$ cat config.mk
export PLATFORM = sky130hd
export DESIGN_NAME = rxen_seed_calc
export DESIGN_NICKNAME = d
export VERILOG_FILES = /design/src/rtl/rxen_pkg.sv /design/src/rtl/rxen_seed_unit.sv /design/src/rtl/rxen_final_unit.sv /design/src/rtl/rxen_lane_seq.sv /design/src/rtl/rxen_seed_calc.sv
export SDC_FILE = /design/constraint.sdc
export NUM_CORES = 1
export LEC_CHECK = 0
export CAP_MARGIN = 15
export CORE_ASPECT_RATIO = 1.4
export CORE_MARGIN = 3
export CORE_UTILIZATION = 58
export CTS_CLUSTER_SIZE = 14
export DETAILED_ROUTE_END_ITERATION = 12
export DONT_BUFFER_PORTS = 1
export PLACE_DENSITY = 0.76
export SLEW_MARGIN = 20
export SYNTH_ARGS = -nofsm -noshare
export SYNTH_HDL_FRONTEND = slang
export SYNTH_SLANG_ARGS = --single-unit
$ cat constraint.sdc
create_clock -name clk -period 3.95 [get_ports clk]
set_clock_uncertainty 0.1 [all_clocks]
set_input_delay 0.395 -clock clk [delete_from_list [all_inputs] [get_ports clk]]
set_output_delay 0.395 -clock clk [all_outputs]
set_load 0.01 [all_outputs]
$ cat src/rtl/rxen_pkg.sv
// Shared definitions for the receiver-enable seed/delay calculator.
package rxen_pkg;
    // Operating pass selected by mode_final.
    typedef enum logic {
        MODE_SEED  = 1'b0,
        MODE_FINAL = 1'b1
    } calc_mode_e;
endpackage

$ cat src/rtl/rxen_seed_unit.sv
// Seed arithmetic for one lane (combinational).
// Forms T = write delay + estimate without wrap, then splits T into gross and fine.
// Picks pre-gross by the parity of gross and returns the PHY seed word, the
// receiver-enable seed and the gross offset modulo 2^OFS_W.
// Assumes DLY_W >= FINE_W + 2.
module rxen_seed_unit #(
    parameter int DLY_W       = 10,
    parameter int FINE_W      = 5,
    parameter int OFS_W       = 4,
    parameter int EST_DEFAULT = 59
) (
    input  logic [DLY_W-1:0] wrdqs,
    input  logic             ovr_en,
    input  logic [DLY_W-1:0] ovr_val,
    output logic [DLY_W-1:0] phy_seed,
    output logic [DLY_W:0]   rxen_seed,
    output logic [OFS_W-1:0] ofs_code
);
    localparam int GROSS_W = DLY_W + 1 - FINE_W;
    localparam int PAD_W   = DLY_W - FINE_W - 2;
    localparam logic [DLY_W-1:0] EST_DEF_V = DLY_W'(EST_DEFAULT);

    logic [DLY_W-1:0]   est;
    logic [DLY_W:0]     total;
    logic [GROSS_W-1:0] gross;
    logic [FINE_W-1:0]  fine;
    logic [1:0]         pre;
    logic [GROSS_W-1:0] gross_less_pre;

    // Choose the estimate, split the sum and derive the three seed values.
    always_comb begin
        est            = ovr_en ? ovr_val : EST_DEF_V;
        total          = {1'b0, wrdqs} + {1'b0, est};
        gross          = total[DLY_W:FINE_W];
        fine           = total[FINE_W-1:0];
        pre            = gross[0] ? 2'd1 : 2'd2;
        phy_seed       = {{PAD_W{1'b0}}, pre, fine};
        rxen_seed      = {gross, {FINE_W{1'b0}}};
        gross_less_pre = gross - {{(GROSS_W-2){1'b0}}, pre};
        ofs_code       = gross_less_pre[OFS_W-1:0];
    end
endmodule

$ cat src/rtl/rxen_final_unit.sv
// Final delay arithmetic for one lane (combinational).
// Keeps the low KEEP_W bits of the PHY-trained value, adds the stored gross
// offset placed at bit FINE_W, and adds one unit interval (2^FINE_W).
// Assumes KEEP_W and OFS_W+FINE_W are both below DLY_W, so the sum cannot wrap.
module rxen_final_unit #(
    parameter int DLY_W  = 10,
    parameter int FINE_W = 5,
    parameter int OFS_W  = 4,
    parameter int KEEP_W = 8
) (
    input  logic [DLY_W-1:0] phy_trained,
    input  logic [OFS_W-1:0] ofs_code,
    output logic [DLY_W-1:0] final_dly
);
    localparam logic [DLY_W-1:0] ONE_UI = DLY_W'(1 << FINE_W);

    logic [DLY_W-1:0] kept;
    logic [DLY_W-1:0] ofs_val;

    // Recombine the trained value with the stored offset and one UI.
    always_comb begin
        kept      = {{(DLY_W-KEEP_W){1'b0}}, phy_trained[KEEP_W-1:0]};
        ofs_val   = {{(DLY_W-OFS_W-FINE_W){1'b0}}, ofs_code, {FINE_W{1'b0}}};
        final_dly = kept + ofs_val + ONE_UI;
    end
endmodule

$ cat src/rtl/rxen_lane_seq.sv
// Lane sequencer: counts accepted lanes 0..LANES-1 and wraps to 0.
// Flags the last lane. Holds its count on cycles without a step.
module rxen_lane_seq #(
    parameter int LANES  = 8,
    parameter int LANE_W = $clog2(LANES)
) (
    input  logic              clk,
    input  logic              rst_n,
    input  logic              step,
    output logic [LANE_W-1:0] lane,
    output logic              last
);
    localparam logic [LANE_W-1:0] LAST_IDX = LANE_W'(LANES - 1);

    assign last = (lane == LAST_IDX);

    // Advance the lane index on each accepted lane.
    always_ff @(posedge clk) begin
        if (!rst_n)    lane <= '0;
        else if (step) lane <= last ? '0 : lane + 1'b1;
    end
endmodule

$ cat src/rtl/rxen_seed_calc.sv
// Receiver-enable seed and delay calculator (top).
// Seed pass: for each lane, computes the seeds and stores that lane's gross offset.
// Finalize pass: for each lane, recombines the PHY result with the stored offset
// and tracks the maximum across lanes.
// Outputs are registered, with one cycle of latency.
// Assumes mode_final stays constant for all lanes of one pass.
module rxen_seed_calc
    import rxen_pkg::*;
#(
    parameter int LANES       = 8,
    parameter int LANE_W      = $clog2(LANES),
    parameter int DLY_W       = 10,
    parameter int FINE_W      = 5,
    parameter int EST_DEFAULT = 59
) (
    input  logic              clk,
    input  logic              rst_n,
    input  logic              in_valid,
    input  logic              mode_final,
    input  logic [DLY_W-1:0]  wrdqs_dly,
    input  logic              est_ovr_en,
    input  logic [DLY_W-1:0]  est_ovr,
    input  logic [DLY_W-1:0]  phy_trained,
    output logic              out_valid,
    output logic [LANE_W-1:0] out_lane,
    output logic [DLY_W-1:0]  phy_seed,
    output logic [DLY_W:0]    rxen_seed,
    output logic [DLY_W-1:0]  final_dly,
    output logic [DLY_W-1:0]  max_dly,
    output logic              done
);
    localparam int OFS_W  = 4;
    localparam int KEEP_W = 8;

    calc_mode_e        mode;
    logic [LANE_W-1:0] lane;
    logic              lane_last;
    logic [DLY_W-1:0]  seed_phy_c;
    logic [DLY_W:0]    seed_rx_c;
    logic [OFS_W-1:0]  ofs_new;
    logic [OFS_W-1:0]  ofs_cur;
    logic [DLY_W-1:0]  final_c;
    logic [DLY_W-1:0]  max_next;
    logic [OFS_W-1:0]  ofs_mem [LANES];

    assign mode = calc_mode_e'(mode_final);

    rxen_lane_seq #(.LANES(LANES), .LANE_W(LANE_W)) u_seq (
        .clk  (clk),
        .rst_n(rst_n),
        .step (in_valid),
        .lane (lane),
        .last (lane_last)
    );

    rxen_seed_unit #(
        .DLY_W(DLY_W), .FINE_W(FINE_W), .OFS_W(OFS_W), .EST_DEFAULT(EST_DEFAULT)
    ) u_seed (
        .wrdqs    (wrdqs_dly),
        .ovr_en   (est_ovr_en),
        .ovr_val  (est_ovr),
        .phy_seed (seed_phy_c),
        .rxen_seed(seed_rx_c),
        .ofs_code (ofs_new)
    );

    assign ofs_cur = ofs_mem[lane];

    rxen_final_unit #(
        .DLY_W(DLY_W), .FINE_W(FINE_W), .OFS_W(OFS_W), .KEEP_W(KEEP_W)
    ) u_final (
        .phy_trained(phy_trained),
        .ofs_code   (ofs_cur),
        .final_dly  (final_c)
    );

    // Next running maximum: restart at lane 0, otherwise keep the larger value.
    always_comb begin
        if (lane == '0)            max_next = final_c;
        else if (final_c > max_dly) max_next = final_c;
        else                        max_next = max_dly;
    end

    // Per-lane gross offset storage, written during the seed pass.
    always_ff @(posedge clk) begin
        if (!rst_n) begin
            for (int i = 0; i < LANES; i++) ofs_mem[i] <= '0;
        end else if (in_valid && mode == MODE_SEED) begin
            ofs_mem[lane] <= ofs_new;
        end
    end

    // Result registers for the lane just accepted.
    always_ff @(posedge clk) begin
        if (!rst_n) begin
            out_valid <= 1'b0;
            out_lane  <= '0;
            phy_seed  <= '0;
            rxen_seed <= '0;
            final_dly <= '0;
            max_dly   <= '0;
            done      <= 1'b0;
        end else begin
            out_valid <= in_valid;
            done      <= in_valid && lane_last;
            if (in_valid) begin
                out_lane <= lane;
                if (mode == MODE_SEED) begin
                    phy_seed  <= seed_phy_c;
                    rxen_seed <= seed_rx_c;
                    final_dly <= '0;
                end else begin
                    phy_seed  <= '0;
                    rxen_seed <= '0;
                    final_dly <= final_c;
                    max_dly   <= max_next;
                end
            end
        end
    end

    // an output only ever follows an accepted input.
    a_r7_out_follows_in: assert property (@(posedge clk) disable iff (!rst_n)
        out_valid |-> $past(in_valid));
    // done only accompanies the last lane.
    a_r7_done_last_lane: assert property (@(posedge clk) disable iff (!rst_n)
        done |-> (out_valid && out_lane == LANE_W'(LANES - 1)));
    // the pre-gross bits of the PHY seed agree with the parity of the seed gross.
    a_r4_pre_parity: assert property (@(posedge clk) disable iff (!rst_n)
        (out_valid && $past(mode_final) == 1'b0) |->
        (phy_seed[FINE_W] == rxen_seed[FINE_W] && phy_seed[FINE_W+1] == !rxen_seed[FINE_W]));
    // the receiver-enable seed is a whole number of gross units.
    a_r2_seed_aligned: assert property (@(posedge clk) disable iff (!rst_n)
        out_valid |-> (rxen_seed[FINE_W-1:0] == '0));
    // every final delay includes at least one UI.
    a_r5_final_floor: assert property (@(posedge clk) disable iff (!rst_n)
        (out_valid && $past(mode_final)) |-> (final_dly >= DLY_W'(1 << FINE_W)));
    // the maximum never falls below the current final delay.
    a_r6_max_covers: assert property (@(posedge clk) disable iff (!rst_n)
        (out_valid && $past(mode_final)) |-> (max_dly >= final_dly));
    // an idle cycle leaves the maximum untouched.
    a_r8_idle_hold: assert property (@(posedge clk) disable iff (!rst_n)
        !in_valid |=> $stable(max_dly));
endmodule

## Word-level counts from Yosys, hierarchy flattened

Memory sizes are Yosys's and may differ from the RTL's. A register that Yosys moved wholly into a read port is not among the register bits.
Index checks and enable logic that the tools add are counted.

| word-level totals | value |
|---|---|
| register bits | 49 |
| memory bits (writable) | 32 |
| input port bits | 35 |
| output and inout port bits | 46 |
| word-level logic and storage cells | 40 |
| memories kept | 1 |

| operators by class | value |
|---|---|
| add/sub/neg operators | 5 |
| order comparisons | 1 |
| equality and inequality tests | 1 |
| muxes and demuxes | 17 |
| bitwise logic cells | 1 |
| reduce and logical (&&, ||, !) cells | 6 |

Memories:

| memory | words | width | read ports | clocked after memory_dff | write ports | RTL line | text |
|---|---|---|---|---|---|---|---|
| ofs_mem | 8 | 4 | 1 | 1 | 8 | rxen_seed_calc.sv:44 | `logic [OFS_W-1:0] ofs_mem [LANES];` |

Operators by type and width:

| operator | number |
|---|---|
| $mux 10 | 4 |
| $mux 3 | 4 |
| $add 10x10->11 | 1 |
| $mux 11 | 1 |
| $add 10x6->10 const B | 1 |
| $add 8x9->10 | 1 |
| $gt 10x10->1 | 1 |
| $mux 7 | 1 |
| $mux 1 | 5 |
| $mux 4 | 1 |
| $reduce_or 4->1 | 1 |
| $sub 4x2->4 | 1 |
| $add 3x1->3 const B | 1 |
| $eq 3x3->1 const B | 1 |
| $logic_not 3->1 | 1 |
| $reduce_and 3->1 | 1 |
| $logic_and 1x1->1 | 2 |
| $mux 2 | 1 |
| $reduce_bool 2->1 | 1 |
| $not 1->1 | 1 |

## Depth between registers and ports, before layout

Gate-level depths: netlist of run 1.

| depth | value |
|---|---|
| depth in word-level cells | 7 |
| gate-level depth with buffers | 14 |
| depth with buffers taken out | 13 |

## By module

From an unflattened synthesis of run 1, not the netlist that was laid out.

| second synthesis, totals | value |
|---|---|
| cell total of the unflattened synthesis | 423 |
| area, all modules | 4377.9 um2 |

Modules (own cells, without submodules):

| module | instances | cells an instance | area each (um2) | sequential area each (um2) |
|---|---|---|---|---|
| rxen_seed_calc | 1 | 304 | 3405.8 | 1881.8 |
| rxen_seed_unit | 1 | 83 | 643.1 | 0.0 |
| rxen_final_unit | 1 | 24 | 185.2 | 0.0 |
| rxen_lane_seq | 1 | 12 | 143.9 | 60.1 |

## Worst setup path after synthesis of run 1

OpenSTA, ideal clock, no wires.

| timing path | value |
|---|---|
| path kind | register to register |
| start | register with a tool-made name |
| end | register max_dly[0] |
| setup time | 0.133 ns |
| arrival | 3.892 ns |
| data required time | 3.717 ns |
| slack | -0.175 ns |
| cell stages (with the launch flop) | 14 |
| buffers on the path | 1 |
| clock period less this slack | 4.125 ns |
| cells stage by stage | dfxtp_1 clkbuf_1 mux4_2 mux2_2 ha_1 ha_1 fa_1 xor2_1 ha_1 o21ai_0 o221ai_1 a211oi_1 nor2_2 mux2i_1 |

RTL lines:

| item | RTL line | text |
|---|---|---|
| end signal, assigned | rxen_seed_calc.sv:116 | `max_dly <= max_next;` |
| end, declared | rxen_seed_calc.sv:29 | `output logic [DLY_W-1:0] max_dly,` |

==> results of run 1 <==
-- power by group --
group	total, uW	switching [uW]	internal (uW)
combinational	574	293	281
clock	596	270	326
sequential	805	47.6	758
-- layer usage --
metal | vias to the layer above | GRT usage, %
met5 | - | 0
met4 | 0 | 8.75
met3 | 15 | 6.80
met2 | 95 | 36.8
met1 | 1404 | 23.7
li1 | 1438 | -
-- timing repair --
action                     in CTS  in global routing
gates resized for setup         1                 16
setup buffers                   0                  4
pin swaps                       1                  6
setup endpoints to repair       6                 10
-- area by class of cell --
| cell class | instances | share of cell area, % |
|---|---|---|
| flip-flops and latches | 67 | 36.0 |
| clock inverters | 3 | 0.541 |
| repair buffers | 14 | 2.76 |
| clock buffers | 13 | 4.36 |
| inverters | 23 | 1.97 |
| well taps | 92 | 2.62 |
| multi-input cells | 294 | 51.7 |
-- through the flow --
stage	worst slack, ns	instances	hold slack [ns]	utilization, %	total power, uW
3_3_place_gp	0.0971	486	0.400	61.2	1280
2_1_floorplan	0.0201	412	0.383	-	1170
6_report	0.0841	506	0.0677	66.4	1980
4_1_cts	0.00497	502	0.0592	64.6	1890
3_5_place_dp	0.0145	486	0.407	61.2	1300
5_1_grt	-0.0477	506	0.0534	66.4	2070
-- cell usage in the layout (no fill, tap or decap), drive strengths merged, types with 3 or more instances in the layout --
master / n
nand2: 45
buf: 14
a211oi: 6
and2: 10
clkbuf: 13
mux2i: 16
nand2b: 11
o311a: 3
inv: 24
a21oi: 18
edfxtp: 24
conb: 8
mux2: 8
ha: 30
a21o: 3
nor2b: 13
mux4: 6
o21ai: 16
a21boi: 9
dfxtp: 43
nand4: 5
nand3: 15
nor4: 3
xor2: 3
nor3: 6
nor2: 27
-- worst paths after layout --
path                     start           end  slack [ns]
setup / recovery      register    max_dly[7]        0.08
hold / removal        in_valid     out_valid        0.07
setup reg to reg      register    max_dly[7]        0.08
hold reg to reg   final_dly[1]  final_dly[1]        0.41
-- flip-flops by register name, indices dropped and copies added (netlist names), named ones only --
signal and count:
u_seq.lane 3, rxen_seed 5, phy_seed 7, out_valid 1, ofs_mem 24, done 1
out_lane 3, max_dly 10, final_dly 10
-- cells by family (layout without fill, tap and decap cells) --
logic type / after synthesis / after routing / share of synthesized area [%]
AOI/OAI and AO/OA: 74 / 74 / 13.4
xor gates and xnor gates: 6 / 6 / 1.71
adders and majority gates: 32 / 32 / 10.5
buffers and inverters: 51 / 53 / 5.85
DFF: 67 / 67 / 40.0
muxes: 30 / 30 / 10.5
other: 1 / 8 / 0.0948
and+or+nand+nor: 144 / 144 / 18.0
==> flow_summary.ini, run 1 <==
[worst_hold_path]
holdPathStages = 1
holdCritPathClass = input port to register

[sta]
drv_slew = 0
worstMarginPinSlew_ns = 0.727
fmax_mhz = 259
finalHoldViolCount = 0
post-route-period-util_pct = 97.9
period_needed_ns = 3.87
tns_ns = 0
setup_viol = 0
relSlewSlack_pct = 51.5

[drt]
met3WireLength_um = 518
drt_iter0_markers = 106
first_pass_iters = 4
ant_nets = 0
drc = 0
vias = 2952
route.top_layer_used = met4
avgRoutedWirePerCell_um = 16.4
route.met2.wl_mm = 4.46
vias_per_cell = 5.83
wl_met1_mm = 3.18
wirelength_mm = 8.32

[final_layout]
ff_latch_area_mm2 = 0.00158
multi_input_area_mm2 = 0.00227
final.fill_count = 536
nets = 476
diodes = 0
fin_area_mm2 = 0.00439
layout-drive-gt1-share_pct = 15.5
area_growth_pct = 11.0

[floorplan]
dieArea_mm2 = 0.00786
rows = 35
coreArea_mm2 = 0.00661
die_x_um = 75.8
ioPinCount = 81
initial_core_util_pct = 59.8
die_h_um = 104

[placement]
hpwlAfterDp_mm = 6.15
io_buffers = 0
gp_congestion = 0.818
place_area_mm2 = 0.00405

[critical_path]
crit_type = register to register
crit_fanout = 6
critPathTopFamily = adder cells
crit_chain = buf_12 -> mux4_2 -> mux2_2 -> ha_4 -> ha_4 -> fa_2 -> ha_1 -> a211oi_2 -> o221ai_1 -> a211oi_2 -> buf_4 -> nor2_4 -> buf_6 -> mux2i_1
worst_path_max_delay_cell = fa_2
critPathRequiredTime_ns = 4.08
arrival_ns = 4.00
rr_worst_depth = 14
end_kind = register
worst-path-stages = 14
critical-path-max-stage-delay_ns = 0.57
critical_path_buf_inv_count = 3
start_kind = register

[run]
maxCapViolCount = 0

[logic_synthesis]
ys_seq_area_share_pct = 40.0
synth_edf_count = 24
synth_async_sr_flop_share_pct = 0
synth_top_cell_by_area = dfxtp_1
yosys_most_used_dff = dfxtp_1
synth_area_mm2 = 0.00396
syn_area_per_cell_um2 = 9.77
synth_cells = 405
yosys_warnings = 0
yosys-top-cells-area = dfxtp_1 (22%), edfxtp_1 (18%), ha_1 (9.5%)
synth.distinct_cells = 58
synth_most_common_cell = nand2_1
synth_top_cell_area_share_pct = 21.8
ys_seq_elements = 67
synth_common_cells = nand2_1 (45), dfxtp_1 (43), ha_1 (30), nor2_1 (25), edfxtp_1 (24)

[clock_network]
cts_hold_buf = 0
clock_sinks = 67
clock_latency_ns = 0.35
clk_pin_slew_ns = 0.08
numCtsBuffers = 9
cts_tree = yes
clock_path_buffers = 2
cts_root_buf = clkbuf_8
htree_levels = 3

[global_routing]
grt_max_degree = 53
grtUsageTotal_pct = 21.6
antenna_found_initial = 0
grt_pass1_wl_mm = 13.1
grt_pass1_vias = 2770
gr-total-overflow = 0

[power]
irDropWorstVdd_mv = 0.206
p_leak_uw = 0.00172
powerDensity_mw_per_mm2 = 450

[run_status]
status = finished clean
(Power assumes the default switching activity.)
==> inputs of run 2 (changes only) <==
- PLACE_DENSITY: 0.76 -> unset
- PLACE_DENSITY_LB_ADDON: unset -> 0.2
==> flow_summary.ini, run 2 (synthesized netlist as in run 1, its figures left out) <==
[critical_path]
arrival_ns = 4.01
start_kind = register
crit_fanout = 6
critPathRequiredTime_ns = 4.08
crit_type = register to register
end_kind = register

[floorplan]
die_x_um = 75.8
coreArea_mm2 = 0.00661
die_h_um = 104
dieArea_mm2 = 0.00786
ioPinCount = 81
initial_core_util_pct = 59.8
rows = 35

[clock_network]
clock_path_buffers = 2
clock_latency_ns = 0.34
clock_sinks = 67
clk_pin_slew_ns = 0.08
cts_tree = yes
numCtsBuffers = 9
htree_levels = 3
cts_root_buf = clkbuf_8
cts_hold_buf = 0

[sta]
fmax_mhz = 258
whs_ns = 0.0707
period_needed_ns = 3.87
post-route-period-util_pct = 98.1
worstMarginPinSlew_ns = 0.705
tns_ns = 0
finalHoldViolCount = 0
setup_viol = 0
drv_slew = 0
relSlewSlack_pct = 53.0

[global_routing]
grtUsageTotal_pct = 21.7
antenna_found_initial = 0
grt_max_degree = 53
grt_pass1_vias = 2842
grt_pass1_wl_mm = 13.2
gr-total-overflow = 0

[final_layout]
fin_area_mm2 = 0.00433
area_growth_pct = 9.36
final_util_pct = 65.4
diodes = 0
nets = 476
reg.largest.list = ofs_mem: 24 flops, final_dly: 10 flops, max_dly: 10 flops
regMostFlops = ofs_mem
layout_commonest_cell = nand2_1
multi_input_area_mm2 = 0.00225
ff_latch_area_mm2 = 0.00158
final.fill_count = 541
layout-drive-gt1-share_pct = 15.2
final_cell_mix = nand2_1 (45), dfxtp_1 (42), ha_1 (27), nor2_1 (25), edfxtp_1 (24)
largest_register_ffs = 24

[placement]
hpwlAfterDp_mm = 6.12
io_buffers = 0
place_area_mm2 = 0.00407
gp_congestion = 0.775

[drt]
drc = 0
vias_per_cell = 5.69
avgRoutedWirePerCell_um = 16.3
vias = 2878
drt_iter0_markers = 92
wirelength_mm = 8.25
first_pass_iters = 4
ant_nets = 0

[power]
powerDensity_mw_per_mm2 = 426
irDropWorstVdd_mv = 0.197
p_leak_uw = 0.00169

[run]
maxCapViolCount = 0

[worst_hold_path]
worstHoldStart = rst_n
holdCritPathClass = input port to register

[run_status]
status = finished clean
## run 2: changes by cell type in the layout (fill, tap and decap cells not counted), sizes merged
cell / before / now
clkbuf: 13 / 10
inv: 24 / 23
clkinv: 2 / 5
clkinvlp: 0 / 1
## run 2: cell type report
type	instances	share of cell area (%)
multi-input combinational	294	52.1
inverter	23	1.99
clock inverter	6	0.954
timing repair buffer	14	2.80
sequential	67	36.6
tap	92	2.66
clock buffer	10	2.95
## run 2: final timing paths
path | endpoint | slack (ns) | depth (start not counted)
worst max-delay path | max_dly[9] | 0.08 | 13
worst min-delay path | phy_seed[5] | 0.07 | 1
worst max register to register | max_dly[9] | 0.08 | 13
worst min register to register | final_dly[1] | 0.41 | 2
## run 2: critical path, cell delays in order, from the launching register on
cell,delay (ns)
dfxtp_2,0.35
buf_12,0.12
mux4_2,0.50
mux2_2,0.31
ha_4,0.23
ha_4,0.16
fa_2,0.53
ha_1,0.25
a211oi_2,0.28
o221ai_2,0.13
a211oi_2,0.37
buf_4,0.20
o21ai_0,0.09
o311a_1,0.13
## run 2: power by group
part	internal [uW]	total, uW	switching (uW)
Sequential	758	804	46.7
Combinational	255	543	288
Clock	228	497	269
## run 2: stage by stage
step | power, uW | setup slack (ns) | instances
6_report | 1840 | 0.0752 | 506
5_1_grt | 1940 | -0.0274 | 506
4_1_cts | 1800 | 0.00637 | 505
3_5_place_dp | 1310 | -0.00713 | 489
3_3_place_gp | 1300 | 0.0958 | 489
2_1_floorplan | 1170 | 0.0201 | 412
## run 2: timing repair
item / CTS / global route
pin swaps: 2 / 6
gates resized for setup: 1 / 15
setup endpoints to repair: 6 / 10
buffers inserted: 0 / 1
## run 2: metal layers
metal / part of all wire (%) / vias up / GRT usage [%] / wire, um
met5: 0 / - / 0 / 0
met1: 38 / 1353 / 25.0 / 3180
met2: 54 / 84 / 37.0 / 4480
met3: 5.9 / 8 / 6.60 / 483
li1: - / 1433 / - / -
met4: 1.3 / 0 / 7.12 / 109
